**config.mk**
```make
export PLATFORM = sky130hd
export DESIGN_NAME = shseq_sequencer
export DESIGN_NICKNAME = d
export VERILOG_FILES = /design/src/rtl/shseq_pkg.sv /design/src/rtl/shseq_unit_ack.sv /design/src/rtl/shseq_desc_check.sv /design/src/rtl/shseq_step_pick.sv /design/src/rtl/shseq_sequencer.sv
export SDC_FILE = /design/constraint.sdc
export NUM_CORES = 1
export LEC_CHECK = 0
export ABC_AREA = 1
export BUFFER_PORTS_ARGS = -buffer_cell sky130_fd_sc_hd__buf_2
export CORE_UTILIZATION = 43
export CTS_CLUSTER_SIZE = 20
export DETAILED_ROUTE_END_ITERATION = 10
export RECOVER_POWER = 100
export SYNTH_ARGS = -nofsm -noshare
export SYNTH_HDL_FRONTEND = slang
export SYNTH_HIERARCHICAL = 1
export SYNTH_SLANG_ARGS = --single-unit
```
**constraint.sdc**
```tcl
create_clock -name clk -period 4.94 [get_ports clk]
set_input_delay 0 -clock clk [delete_from_list [all_inputs] [get_ports clk]]
set_output_delay 0 -clock clk [all_outputs]
set_load 0.1 [all_outputs]
```
**src/rtl/shseq_pkg.sv**
```systemverilog
package shseq_pkg;
   typedef enum logic [1:0] {
      UNIT_TEX  = 2'd0,
      UNIT_ADDR = 2'd1,
      UNIT_COL  = 2'd2
   } unit_e;
endpackage

```
**src/rtl/shseq_unit_ack.sv**
```systemverilog
module shseq_unit_ack #(
   parameter int LAT = 1
) (
   input  logic clk,
   input  logic rst_n,
   input  logic issue_i,
   output logic ack_o
);
   if (LAT < 1) begin : g_bad_lat
      $error("shseq_unit_ack: LAT must be at least 1");
   end

   logic [LAT-1:0] pipe_q;

   if (LAT == 1) begin : g_one
      always_ff @(posedge clk) begin
         if (!rst_n) pipe_q <= '0;
         else        pipe_q <= issue_i;
      end
   end else begin : g_many
      always_ff @(posedge clk) begin
         if (!rst_n) pipe_q <= '0;
         else        pipe_q <= {pipe_q[LAT-2:0], issue_i};
      end
   end

   assign ack_o = pipe_q[LAT-1];
endmodule

```
**src/rtl/shseq_desc_check.sv**
```systemverilog
module shseq_desc_check #(
   parameter int MAX_DEP   = 4,
   parameter int DEP_W     = 3,
   parameter int FETCH_W   = 3,
   parameter int ARITH_W   = 4,
   parameter int FETCH_LIM = 6,
   parameter int ARITH_LIM = 8
) (
   input  logic [DEP_W-1:0]               dep_i,
   input  logic [(MAX_DEP+1)*FETCH_W-1:0] fetch_i,
   input  logic [(MAX_DEP+1)*ARITH_W-1:0] arith_i,
   output logic                           ok_o
);
   localparam int NPH = MAX_DEP + 1;

   always_comb begin
      ok_o = (int'(dep_i) <= MAX_DEP);
      for (int p = 0; p < NPH; p++) begin
         if (p <= int'(dep_i)) begin
            if (int'(fetch_i[p*FETCH_W +: FETCH_W]) > FETCH_LIM) ok_o = 1'b0;
            if (int'(arith_i[p*ARITH_W +: ARITH_W]) > ARITH_LIM) ok_o = 1'b0;
         end
      end
   end
endmodule

```
**src/rtl/shseq_step_pick.sv**
```systemverilog
module shseq_step_pick #(
   parameter int NSTEP = 10,
   parameter int SW    = 4,
   parameter int CW    = 4
) (
   input  logic [NSTEP-1:0][CW-1:0] cnt_i,
   input  logic [SW-1:0]            from_i,
   input  logic [SW-1:0]            last_i,
   output logic [SW-1:0]            pick_o
);
   // lowest step at or after from_i, not beyond last_i, with work to do
   always_comb begin
      pick_o = last_i;
      for (int k = NSTEP - 1; k >= 0; k--) begin
         if (SW'(k) >= from_i && SW'(k) <= last_i && cnt_i[k] != '0)
            pick_o = SW'(k);
      end
   end
endmodule

```
**src/rtl/shseq_sequencer.sv**
```systemverilog
module shseq_sequencer #(
   parameter int MAX_DEP   = 4,
   parameter int FETCH_W   = 3,
   parameter int ARITH_W   = 4,
   parameter int FETCH_LIM = 6,
   parameter int ARITH_LIM = 8,
   parameter int LAT_TEX   = 3,
   parameter int LAT_ADDR  = 1,
   parameter int LAT_COL   = 2
) (
   input  logic                              clk,
   input  logic                              rst_n,
   input  logic                              start_i,
   input  logic [$clog2(MAX_DEP+2)-1:0]      dep_reads_i,
   input  logic [(MAX_DEP+1)*FETCH_W-1:0]    fetch_cnt_i,
   input  logic [(MAX_DEP+1)*ARITH_W-1:0]    arith_cnt_i,
   output logic                              tex_issue_o,
   output logic                              addr_issue_o,
   output logic                              col_issue_o,
   output logic                              busy_o,
   output logic                              done_o,
   output logic                              err_o
);
   import shseq_pkg::*;

   localparam int NPH   = MAX_DEP + 1;
   localparam int NSTEP = 2 * NPH;
   localparam int DEP_W = $clog2(MAX_DEP + 2);
   localparam int SW    = $clog2(NSTEP);
   localparam int CW    = (ARITH_W > FETCH_W) ? ARITH_W : FETCH_W;
   localparam int OW    = CW + 1;

   if (MAX_DEP < 1) begin : g_bad_dep
      $error("shseq_sequencer: MAX_DEP must be at least 1");
   end
   if (FETCH_LIM > (1 << FETCH_W) - 1) begin : g_bad_flim
      $error("shseq_sequencer: FETCH_LIM does not fit FETCH_W");
   end
   if (ARITH_LIM > (1 << ARITH_W) - 1) begin : g_bad_alim
      $error("shseq_sequencer: ARITH_LIM does not fit ARITH_W");
   end
   if (SW < DEP_W + 1) begin : g_bad_sw
      $error("shseq_sequencer: step index too narrow");
   end

   logic                      busy_q, done_q, err_q;
   logic [SW-1:0]             step_q;
   logic [CW-1:0]             rem_q;
   logic [OW-1:0]             out_q;
   logic [DEP_W-1:0]          dep_q;
   logic [NPH*FETCH_W-1:0]    fetch_q;
   logic [NPH*ARITH_W-1:0]    arith_q;

   // descriptor source: live inputs while idle, latched copy while running
   logic [DEP_W-1:0]          sel_dep;
   logic [NPH*FETCH_W-1:0]    sel_fetch;
   logic [NPH*ARITH_W-1:0]    sel_arith;
   assign sel_dep   = busy_q ? dep_q   : dep_reads_i;
   assign sel_fetch = busy_q ? fetch_q : fetch_cnt_i;
   assign sel_arith = busy_q ? arith_q : arith_cnt_i;

   logic [NSTEP-1:0][CW-1:0] cnt_v;
   for (genvar k = 0; k < NSTEP; k++) begin : g_step
      localparam int PH = k / 2;
      if (k % 2 == 0) begin : g_fetch
         assign cnt_v[k] = (DEP_W'(PH) <= sel_dep)
                         ? CW'(sel_fetch[PH*FETCH_W +: FETCH_W]) : '0;
      end else begin : g_arith
         logic [ARITH_W-1:0] a;
         assign a = sel_arith[PH*ARITH_W +: ARITH_W];
         assign cnt_v[k] = (DEP_W'(PH) > sel_dep)  ? '0 :
                           (DEP_W'(PH) == sel_dep) ? ((a == '0) ? CW'(1) : CW'(a)) :
                                                     CW'(a);
      end
   end

   logic desc_ok;
   shseq_desc_check #(
      .MAX_DEP(MAX_DEP), .DEP_W(DEP_W), .FETCH_W(FETCH_W), .ARITH_W(ARITH_W),
      .FETCH_LIM(FETCH_LIM), .ARITH_LIM(ARITH_LIM)
   ) u_check (
      .dep_i(dep_reads_i), .fetch_i(fetch_cnt_i), .arith_i(arith_cnt_i), .ok_o(desc_ok)
   );

   logic [SW-1:0] last_idx, from_idx, pick_idx;
   assign last_idx = SW'({sel_dep, 1'b1});
   assign from_idx = busy_q ? step_q + SW'(1) : '0;

   shseq_step_pick #(.NSTEP(NSTEP), .SW(SW), .CW(CW)) u_pick (
      .cnt_i(cnt_v), .from_i(from_idx), .last_i(last_idx), .pick_o(pick_idx)
   );

   unit_e cur_unit;
   always_comb begin
      if (!step_q[0])              cur_unit = UNIT_TEX;
      else if (step_q == last_idx) cur_unit = UNIT_COL;
      else                         cur_unit = UNIT_ADDR;
   end

   logic       issue_any, ack_any;
   logic [2:0] iss_v, ack_v;
   assign issue_any = busy_q && (rem_q != '0);
   assign iss_v[0]  = issue_any && (cur_unit == UNIT_TEX);
   assign iss_v[1]  = issue_any && (cur_unit == UNIT_ADDR);
   assign iss_v[2]  = issue_any && (cur_unit == UNIT_COL);
   assign ack_any   = |ack_v;

   for (genvar g = 0; g < 3; g++) begin : g_unit
      localparam int L = (g == 0) ? LAT_TEX : (g == 1) ? LAT_ADDR : LAT_COL;
      shseq_unit_ack #(.LAT(L)) u_ack (
         .clk(clk), .rst_n(rst_n), .issue_i(iss_v[g]), .ack_o(ack_v[g])
      );
   end

   always_ff @(posedge clk) begin
      if (!rst_n) begin
         busy_q  <= 1'b0;
         done_q  <= 1'b0;
         err_q   <= 1'b0;
         step_q  <= '0;
         rem_q   <= '0;
         out_q   <= '0;
         dep_q   <= '0;
         fetch_q <= '0;
         arith_q <= '0;
      end else begin
         done_q <= 1'b0;
         err_q  <= 1'b0;
         out_q  <= out_q + OW'(issue_any) - OW'(ack_any);
         if (!busy_q) begin
            if (start_i) begin
               if (desc_ok) begin
                  busy_q  <= 1'b1;
                  step_q  <= pick_idx;
                  rem_q   <= cnt_v[pick_idx];
                  dep_q   <= dep_reads_i;
                  fetch_q <= fetch_cnt_i;
                  arith_q <= arith_cnt_i;
               end else begin
                  err_q <= 1'b1;
               end
            end
         end else if (rem_q != '0) begin
            rem_q <= rem_q - CW'(1);
         end else if (out_q == '0) begin
            if (step_q == last_idx) begin
               busy_q <= 1'b0;
               done_q <= 1'b1;
            end else begin
               step_q <= pick_idx;
               rem_q  <= cnt_v[pick_idx];
            end
         end
      end
   end

   assign tex_issue_o  = iss_v[0];
   assign addr_issue_o = iss_v[1];
   assign col_issue_o  = iss_v[2];
   assign busy_o       = busy_q;
   assign done_o       = done_q;
   assign err_o        = err_q;
endmodule

```
; After elaboration in Yosys (flattened, before gate mapping)
; Index checks and enable logic that the tools add are counted.
[op_classes]
n_reduce_logical = 51
n_eq_ne = 12
muxes = 72
order_cmp = 46
add_sub_neg = 4
bitwise = 4
[op_table]
columns = operator, n
row1 = $mux 4, 39
row2 = $reduce_bool 4->1, 11
row3 = $logic_and 1x1->1, 24
row4 = $mux 1, 22
row5 = $gt 4x4->1 const B, 5
row6 = $logic_not 4->1, 5
row7 = $mux 20, 1
row8 = $mux 3, 6
row9 = $bmux 4 s4, 1
row10 = $ge 3x4->1 const A, 4
row11 = $le 3x4->1 const A, 4
row12 = $gt 3x3->1 const B, 5
row13 = $mux 15, 1
row14 = $le 2x3->1 const A, 4
row15 = $le 1x3->1 const A, 3
row16 = $ge 1x4->1 const A, 2
row17 = $ge 2x4->1 const A, 2
row18 = $ge 4x4->1 const A, 2
row19 = $le 1x4->1 const A, 2
row20 = $le 2x4->1 const A, 2
row21 = $le 4x4->1 const A, 2
row22 = $eq 2x3->1 const A, 2
row23 = $gt 1x3->1 const A, 2
row24 = $gt 2x3->1 const A, 2
row25 = 28 further kinds, 36
[totals]
output_inout_bits = 6
word_cells = 201
regBits = 60
in_bits = 41

; Logic depth before layout (Yosys ltp)
; Gate-level depths: netlist of run 1.
[logic_depth]
word_depth = 23
ltp_mapped = 34
ltp_nobuf = 31

; Hierarchy
; Netlist of run 1, hierarchy kept.
[modules_own_cells]
columns = module, area_per_inst_um2, seq_area_each_um2, cells_per_inst, instances
row1 = shseq_sequencer, 3464.6, 1081.0, 549, 1
row2 = shseq_step_pick, 392.9, 0.0, 85, 1
row3 = shseq_desc_check, 187.7, 0.0, 43, 1
row4 = shseq_unit_ack (g_unit[0].u_ack), 82.6, 60.1, 9, 1
row5 = shseq_unit_ack (g_unit[2].u_ack), 55.1, 40.0, 6, 1
row6 = shseq_unit_ack (g_unit[1].u_ack), 27.5, 20.0, 3, 1

; Least setup slack after synthesis of run 1
; OpenSTA, ideal clock, no wires.
[synth_path]
path_kind = register -> register
start = reg busy_q, in the netlist busy_o
end = reg g_unit[1].u_ack.pipe_q
period_less_slack_ns = 4.347
t_arrival_ns = 4.280
path_buffers = 4
setup_time_ns = 0.067
path_stages_with_launch = 11
setup_slack_ns = 0.593
path_cell_list = dfxtp_1 > buf_6 > inv_4 > buf_6 > buf_6 > buf_4 > nor2_1 > inv_1 > nor3_1 > nand2_1 > inv_1
[synth_via]
elab_chain_len = 6
word_cells_on_any_way = 7
[synth_lines]
columns = element, line
row1 = start: declaration, shseq_sequencer.sv:46  ; logic busy_q, done_q, err_q;
row2 = start signal: assignment, shseq_sequencer.sv:117  ; busy_q <= 1'b0;
row3 = start signal: assignment, shseq_sequencer.sv:133  ; busy_q <= 1'b1;
row4 = start signal: assignment, shseq_sequencer.sv:147  ; busy_q <= 1'b0;
row5 = $mux 3, shseq_sequencer.sv:58  ; assign sel_dep = busy_q ? dep_q : dep_reads_i;
row6 = $eq 4x4->1, shseq_sequencer.sv:96  ; else if (step_q == last_idx) cur_unit = UNIT_COL;
row7 = $mux 2, shseq_sequencer.sv:96
row8 = $mux 2, shseq_sequencer.sv:95  ; if (!step_q[0]) cur_unit = UNIT_TEX;
row9 = $eq 2x1->1, shseq_sequencer.sv:104  ; assign iss_v[1] = issue_any && (cur_unit == UNIT_ADDR);
row10 = $logic_and 1x1->1 *, shseq_sequencer.sv:104
row11 = named net addr_issue_o, shseq_sequencer.sv:18  ; output logic addr_issue_o,
row12 = end signal: assignment, shseq_unit_ack.sv:18  ; else pipe_q <= issue_i;
row13 = end: declaration, shseq_unit_ack.sv:13  ; logic [LAT-1:0] pipe_q;
; Mark *: on every way through the listed nets, which the timed path passes. The rest lies on a longest branch.
; A chain may end at the register's enable or synchronous reset.

; Worst setup path in the final report of run 1
[layout_path]
start = in arith_cnt_i[4]
end = reg step_q[0]
[layout_via]
word_cells_on_any_way = 31
[layout_rtl]
columns = element, line
row1 = start: declaration, shseq_sequencer.sv:16  ; input logic [(MAX_DEP+1)*ARITH_W-1:0] arith_cnt_i,
row2 = $gt 4x4->1 *, shseq_desc_check.sv:21  ; if (int'(arith_i[p*ARITH_W +: ARITH_W]) > ARITH_LIM) ok_o = 1'b0;
row3 = $mux 1 *, shseq_desc_check.sv:21
row4 = $mux 1 *, shseq_desc_check.sv:19  ; if (p <= int'(dep_i)) begin
row5 = $mux 1, shseq_desc_check.sv:20  ; if (int'(fetch_i[p*FETCH_W +: FETCH_W]) > FETCH_LIM) ok_o = 1'b0;
row6 = $mux 1, shseq_desc_check.sv:21
row7 = $mux 1 *, shseq_desc_check.sv:19
row8 = $mux 1, shseq_desc_check.sv:20
row9 = $mux 1, shseq_desc_check.sv:21
row10 = $mux 1 *, shseq_desc_check.sv:19
row11 = $mux 1, shseq_desc_check.sv:20
row12 = $mux 1, shseq_desc_check.sv:21
row13 = $mux 1 *, shseq_desc_check.sv:19
row14 = named net desc_ok, shseq_sequencer.sv:77  ; logic desc_ok;
row15 = $reduce_bool 2->1 (no source line) *, --
row16 = $reduce_and 5->1 (no source line) *, --
row17 = end signal: assignment, shseq_sequencer.sv:134  ; step_q <= pick_idx;
row18 = end signal: assignment, shseq_sequencer.sv:150  ; step_q <= pick_idx;
row19 = end: declaration, shseq_sequencer.sv:47  ; logic [SW-1:0] step_q;
; Mark *: on every way through the listed nets, which the timed path passes. The rest lies on a longest branch. The select of a mux whose other input is x is not followed.

==> results of run 1 <==
state kept, by name, summed over array words and instances, names as in the netlist:
register,cells
fetch_q,15
rem_q,4
g_unit.u_ack/ack_o,1
out_q,5
done_o,1
arith_q,20
err_o,1
step_q,4
g_unit.u_ack/pipe_q,5
busy_o,1
dep_q,3
where the power goes:
group / internal (uW) / leakage (uW) / switching (uW)
clock network: 349 / 0.000122 / 218
registers: 495 / 0.000485 / 6.83
logic: 96.6 / 0.00185 / 168
metal layers:
layer  up-vias  global-route usage  wire length (um)
met5         -                   0                 0
met4         0              0.1081               340
met3        24             0.04854               541
met2       109              0.4457              5680
met1      2026              0.3432              6035
li1       2346                   -                 -
tightest hold or removal path, stage by stage:
cell and delay [ps]:
buf_2 110, o21ai_0 90, a21oi_1 130
worst paths after layout:
| path | startpoint | endpoint | slack (ps) | cells after the start |
|---|---|---|---|---|
| setup / recovery | arith_cnt_i[4] | step_q[0] | 600 | 17 |
| hold / removal | arith_cnt_i[9] | arith_q[9] | 30 | 3 |
| setup reg to reg | busy_o | rem_q[1] | 720 | 20 |
| hold reg to reg | g_unit[0].u_ack/pipe_q[0] | g_unit[0].u_ack/pipe_q[1] | 420 | 2 |
stage by stage:
stage	area, sq um	hold slack [ps]	utilization
2_1_floorplan	4233	93.45	-
3_3_place_gp	4511	240.6	0.4813
3_5_place_dp	4511	242.9	0.4813
4_1_cts	5120	9.266	0.5463
5_1_grt	5100	70.14	0.5442
6_report	5100	28.98	0.5442
logic make-up after synthesis:
group / Yosys count / share of synthesized area
AOI/OAI and AO/OA: 142 / 0.1831
xor gates and xnor gates: 4 / 0.008322
adders and majority gates: 9 / 0.02853
buffers and inverters: 134 / 0.1328
DFF: 60 / 0.2853
muxes: 6 / 0.01427
other: 2 / 0.001784
and+or+nand+nor: 338 / 0.3459
cell usage in the layout (no fill, tap or decap), types with 4 or more instances in the layout:
cell and count:
dfxtp_1 60, o21ai_0 52, nand2_2 8, buf_2 38, nand4_1 4, clkbuf_8 10
a21oi_2 4, o21ai_2 5, nor4_1 4, conb_1 8, clkbuf_1 10, a21oi_1 62
o21ai_1 10, nor2_1 67, nand3_1 29, nor3_1 6, dlygate4sd3_1 36, clkinv_1 4
mux2i_1 6, nor2_2 4, nand2_1 201, ha_1 8, inv_1 100
area by class of cell:
type                       count  area share
multi-input combinational    507      0.4843
sequential                    60      0.2355
timing repair buffer          87      0.1197
inverter                     108     0.07998
tap                          129     0.03165
clock buffer                  10     0.02699
clock inverter                 6     0.02184
==> metrics, run 1 <==
GRT Residual Overflow 0; top cell type's share of synthesized area 0.2853; Synth Flop Type dfxtp_1; Die Wd 101.0 um; Post-synth EDFFs 0; dominant cell type by area after synthesis dfxtp_1; post-route setup TNS 0 ps; total power 1333 uW; Max H-tree Level 3; CP bufs+invs 5; Fillers 1028; cell count after synthesis just under 700; IO buf count 46; final-stage net count a little over 800; ys async rst share 0; Slew headroom -0.5464; Final HPWL DP between 9000 and 10000 um; post-DR vias/cell 4.967; top cells by area, synth dfxtp_1, nand2_1, inv_1; area grow syn2layout 21.13%; Worst EP required between 5000 and 6000 ps; placed cell count about 860; post-CTS resize count 0; fmax approximately 0.23 GHz; vias in the first global route 4226; RSZ-0062 raised after global routing false; critical path class in -> reg; footprint of the multi-input gates 0.002470 sq mm; largest net degree at the start of global routing 58; final antenna-violating net count 0; crit-path most repeated cell nand2_1; Hold Vio Cnt, Final 0; Setup Buffers After CTS 0; GRT Overall Usage 0.2683; arrival time worst endpoint 4550 ps; Ys Warns 6; TritonCTS Buffers 9; Pre-antenna DRT Iters 5; slowest stage delay, CP ~1700 ps; initial drt markers around 230; final worst slack about 600 ps; clk_skew about 12 ps; antenna cell count 0; Core Area approximately 0.0094 sq mm; final setup violating endpoints 0; Die ar. slightly above 0.01 sq mm; # clock sinks 60; clk slew on worst S/H paths roughly 70 ps; CTS tree yes; mapped cell area roughly 0.0042 sq mm; Period minus WS final about 4300 ps; Placement Setup Slack 834.8 ps; peak supply drop 0.0002008 V; CTS Buffer Depth 2; count leader, synth nand2_1; initial antenna violation count 0; clock latency on the worst-skew pair 360 ps; number of remaining DRC errors 0; root cell of the clock tree clkbuf_8; slowest stage cell on the critical path clkbuf_1; synthesized area per cell approximately 6 sq um; Max-Cap Viols 2; pwr dens 261.4 mW/mm^2; # rows 35; Setup crit start kind input port; Yosys reg bits 60; Post-CTS Hold Buffers 36; Ports 47; Initial Util 0.4493; routed len/inst between 10 and 15 um; Worst-Margin Slew roughly 2300 ps; layout cells sized above 1 0.1183; leak pwr 0.002459 uW; Crit. End Element flip-flop; Non-Filler Instances roughly 900; fin crit share 0.8781; Netlist cell types 46; Via Count around 4500; Top Family by Delay on Critical Path buffers and inverters; run status complete, but fails checks; Worst Hold Class in -> reg; Die Y roughly 100 um; failing checks max-capacitance violations, max-slew violations; Seq/Total Area, Yosys 0.2853; FF+latch area ~0.0012 sq mm; WL final roughly 13000 um; Slew Limit Fails approximately 100; Max FO, Critical Path 57; crit-path cells dlygate4sd3_1 > clkbuf_1 > nor2_1 > nand2_1 > nand2_1 > nand2_1 > nand2_1 > nand3_1 > nor2_1 > nand2_1 > nor2_1 > clkbuf_1 > inv_1 > clkbuf_1 > nand2_1 > o21ai_0 > a21oi_1; Placer Congestion between 0.9 and 1; first-pass GRT wire length 20760 um; Post-synth top cells nand2_1, inv_1, nor2_1
No activity file was read; power rests on OpenSTA's default activity.
==> inputs of run 2 (changes only) <==
==> constraint.sdc (replaced) <==
create_clock -name clk -period 4.94 [get_ports clk]
set_input_delay 0.247 -clock clk [delete_from_list [all_inputs] [get_ports clk]]
set_output_delay 0.247 -clock clk [all_outputs]
set_load 0.1 [all_outputs]
==> metrics, run 2 (synthesis results as in run 1) <==
run status complete, but fails checks; failing checks max-capacitance violations, max-slew violations; peak supply drop 0.0002009 V (about the same); first-pass GRT wire length 20170 um (-2.8%); final setup violating endpoints 0 (unchanged); Via Count 4304 (-4.5%); Max FO, Critical Path 57 (unchanged); final antenna-violating net count 0 (unchanged); Pre-antenna DRT Iters 5 (unchanged); final core utilization 0.5052 (-0.03899); max reg flops 20 (unchanged); R2R Setup Slk 750 ps (+30 ps); Die Y 101.0 um (unchanged); Placer Congestion 0.9477 (unchanged); placed cell count 855 (unchanged); vias in the first global route 4050 (-4.2%); leak pwr 0.002311 uW (-6.0%); largest net degree at the start of global routing 58 (unchanged); critical path class reg -> reg; fin crit share 0.8483 (-0.02982); TritonCTS Buffers 9 (unchanged); Period minus WS final 4191 ps (-147.3 ps); Post-CTS Hold Buffers 0 (-100%); GRT Overall Usage 0.2607 (-0.007663); # clock sinks 60 (unchanged); # rows 35 (unchanged); clk slew on worst S/H paths 70 ps (about the same); Hold Vio Cnt, Final 0 (unchanged); Die Wd 101.0 um (unchanged); Max-Cap Viols 2 (unchanged); most frequent cells in the layout nand2_1, inv_1, nor2_1, a21oi_1, dfxtp_1; fmax 0.2386 GHz (+3.5%); post-DR vias/cell 4.941 (-0.51%); post-route setup TNS 0 ps (unchanged); number of remaining DRC errors 0 (unchanged); CTS Buffer Depth 2 (unchanged); Die ar. 0.01019 sq mm (unchanged); pwr dens 276.2 mW/mm^2 (+5.7%); FF-to-FF Start busy_o; hold_sp start_i; Worst-Margin Slew 2346 ps (+26.34 ps); GRT Residual Overflow 0 (unchanged); clock latency on the worst-skew pair 360 ps (about the same); Hold Path Depth 3 (unchanged); Initial Util 0.4493 (unchanged); Worst EP required 5160 ps (about the same); area grow syn2layout 12.45%; IO buf count 46 (unchanged); Crit. End Element flip-flop; WHS Endpoint err_o; r2r endpoint step_q[0]; Slew Limit Fails 102 (unchanged); initial antenna violation count 0 (unchanged); post-CTS resize count 0 (unchanged); routed len/inst 13.95 um (+0.42%); Final HPWL DP 9114 um (unchanged); Core Area 0.009371 sq mm (unchanged); Setup Buffers After CTS 0 (unchanged); Slew headroom -0.5640 (-0.01756); CTS tree yes; Max H-tree Level 3 (unchanged); root cell of the clock tree clkbuf_8; commonest non-fill, non-tap cell in the layout nand2_1; final-stage net count 787 (-4.4%); arrival time worst endpoint 4410 ps (-140 ps); Setup crit start kind flip-flop; Regs by FF count arith_q (20), fetch_q (15); Ports 47 (unchanged); reg2reg path depth 8 (-60%); Worst Hold Class in -> reg; clk_skew 14.15 ps (+1.948 ps); antenna cell count 0 (unchanged); RSZ-0062 raised after global routing false; layout cells sized above 1 0.1240 (+0.005737); WL final 12150 um (-3.6%); Non-Filler Instances 871 (-4.0%); Largest Register arith_q; initial drt markers 272 (+19%)
run 2: per-layer routing:
layer	up-vias	global-route usage	part of all wire
met3	24	0.04785	0.042
met5	-	0	0
met1	1919	0.3445	0.49
met2	92	0.4173	0.44
li1	2269	-	-
met4	0	0.1081	0.028
run 2: metrics by stage:
step	worst slack (ps)	total power, uW	hold WS [ps]	area, sq um
3_3_place_gp	801.0	751.8	389.7	4511
3_5_place_dp	834.8	753.4	395.6	4511
2_1_floorplan	592.5	681.4	340.5	4233
6_report	749.5	1308	122.6	4735
5_1_grt	235.4	1373	110.1	4735
4_1_cts	785.9	1322	103.3	4760
run 2: final cells by class:
cell class                      count  area (sq um)
Clock buffer                       10         137.6
Inverter                          108         407.9
Tap cell                          129         161.4
Sequential cell                    60          1201
Multi-Input combinational cell    507          2464
Fill cell                        1064          4637
Clock inverter                      6         111.4
Timing Repair Buffer               51         251.5
run 2: power breakdown:
| group | leakage (uW) | internal [uW] | switching [uW] |
|---|---|---|---|
| Combinational | 0.00170 | 78.2 | 163 |
| Clock | 0.000122 | 349 | 216 |
| Sequential | 0.000485 | 495 | 6.81 |
run 2: worst max path at each step:
stage                start                     to  slack, ps  cells past startpoint
global route        busy_o               rem_q[3]        240                     21
floorplan           busy_o  g_unit[1].u_ack/ack_o        590                     10
detailed placement  busy_o               rem_q[1]        830                     20
finish              busy_o              step_q[0]        750                      8
CTS                 busy_o               rem_q[1]        790                     20
global placement    busy_o               rem_q[1]        800                     20
run 2: critical path: stages, from the launching register on:
cell	delay, ps
dfxtp_1	370
buf_4	410
nor2_1	90
clkbuf_1	440
inv_1	140
clkbuf_1	1670
nand2_1	520
o21ai_0	330
a21oi_1	70
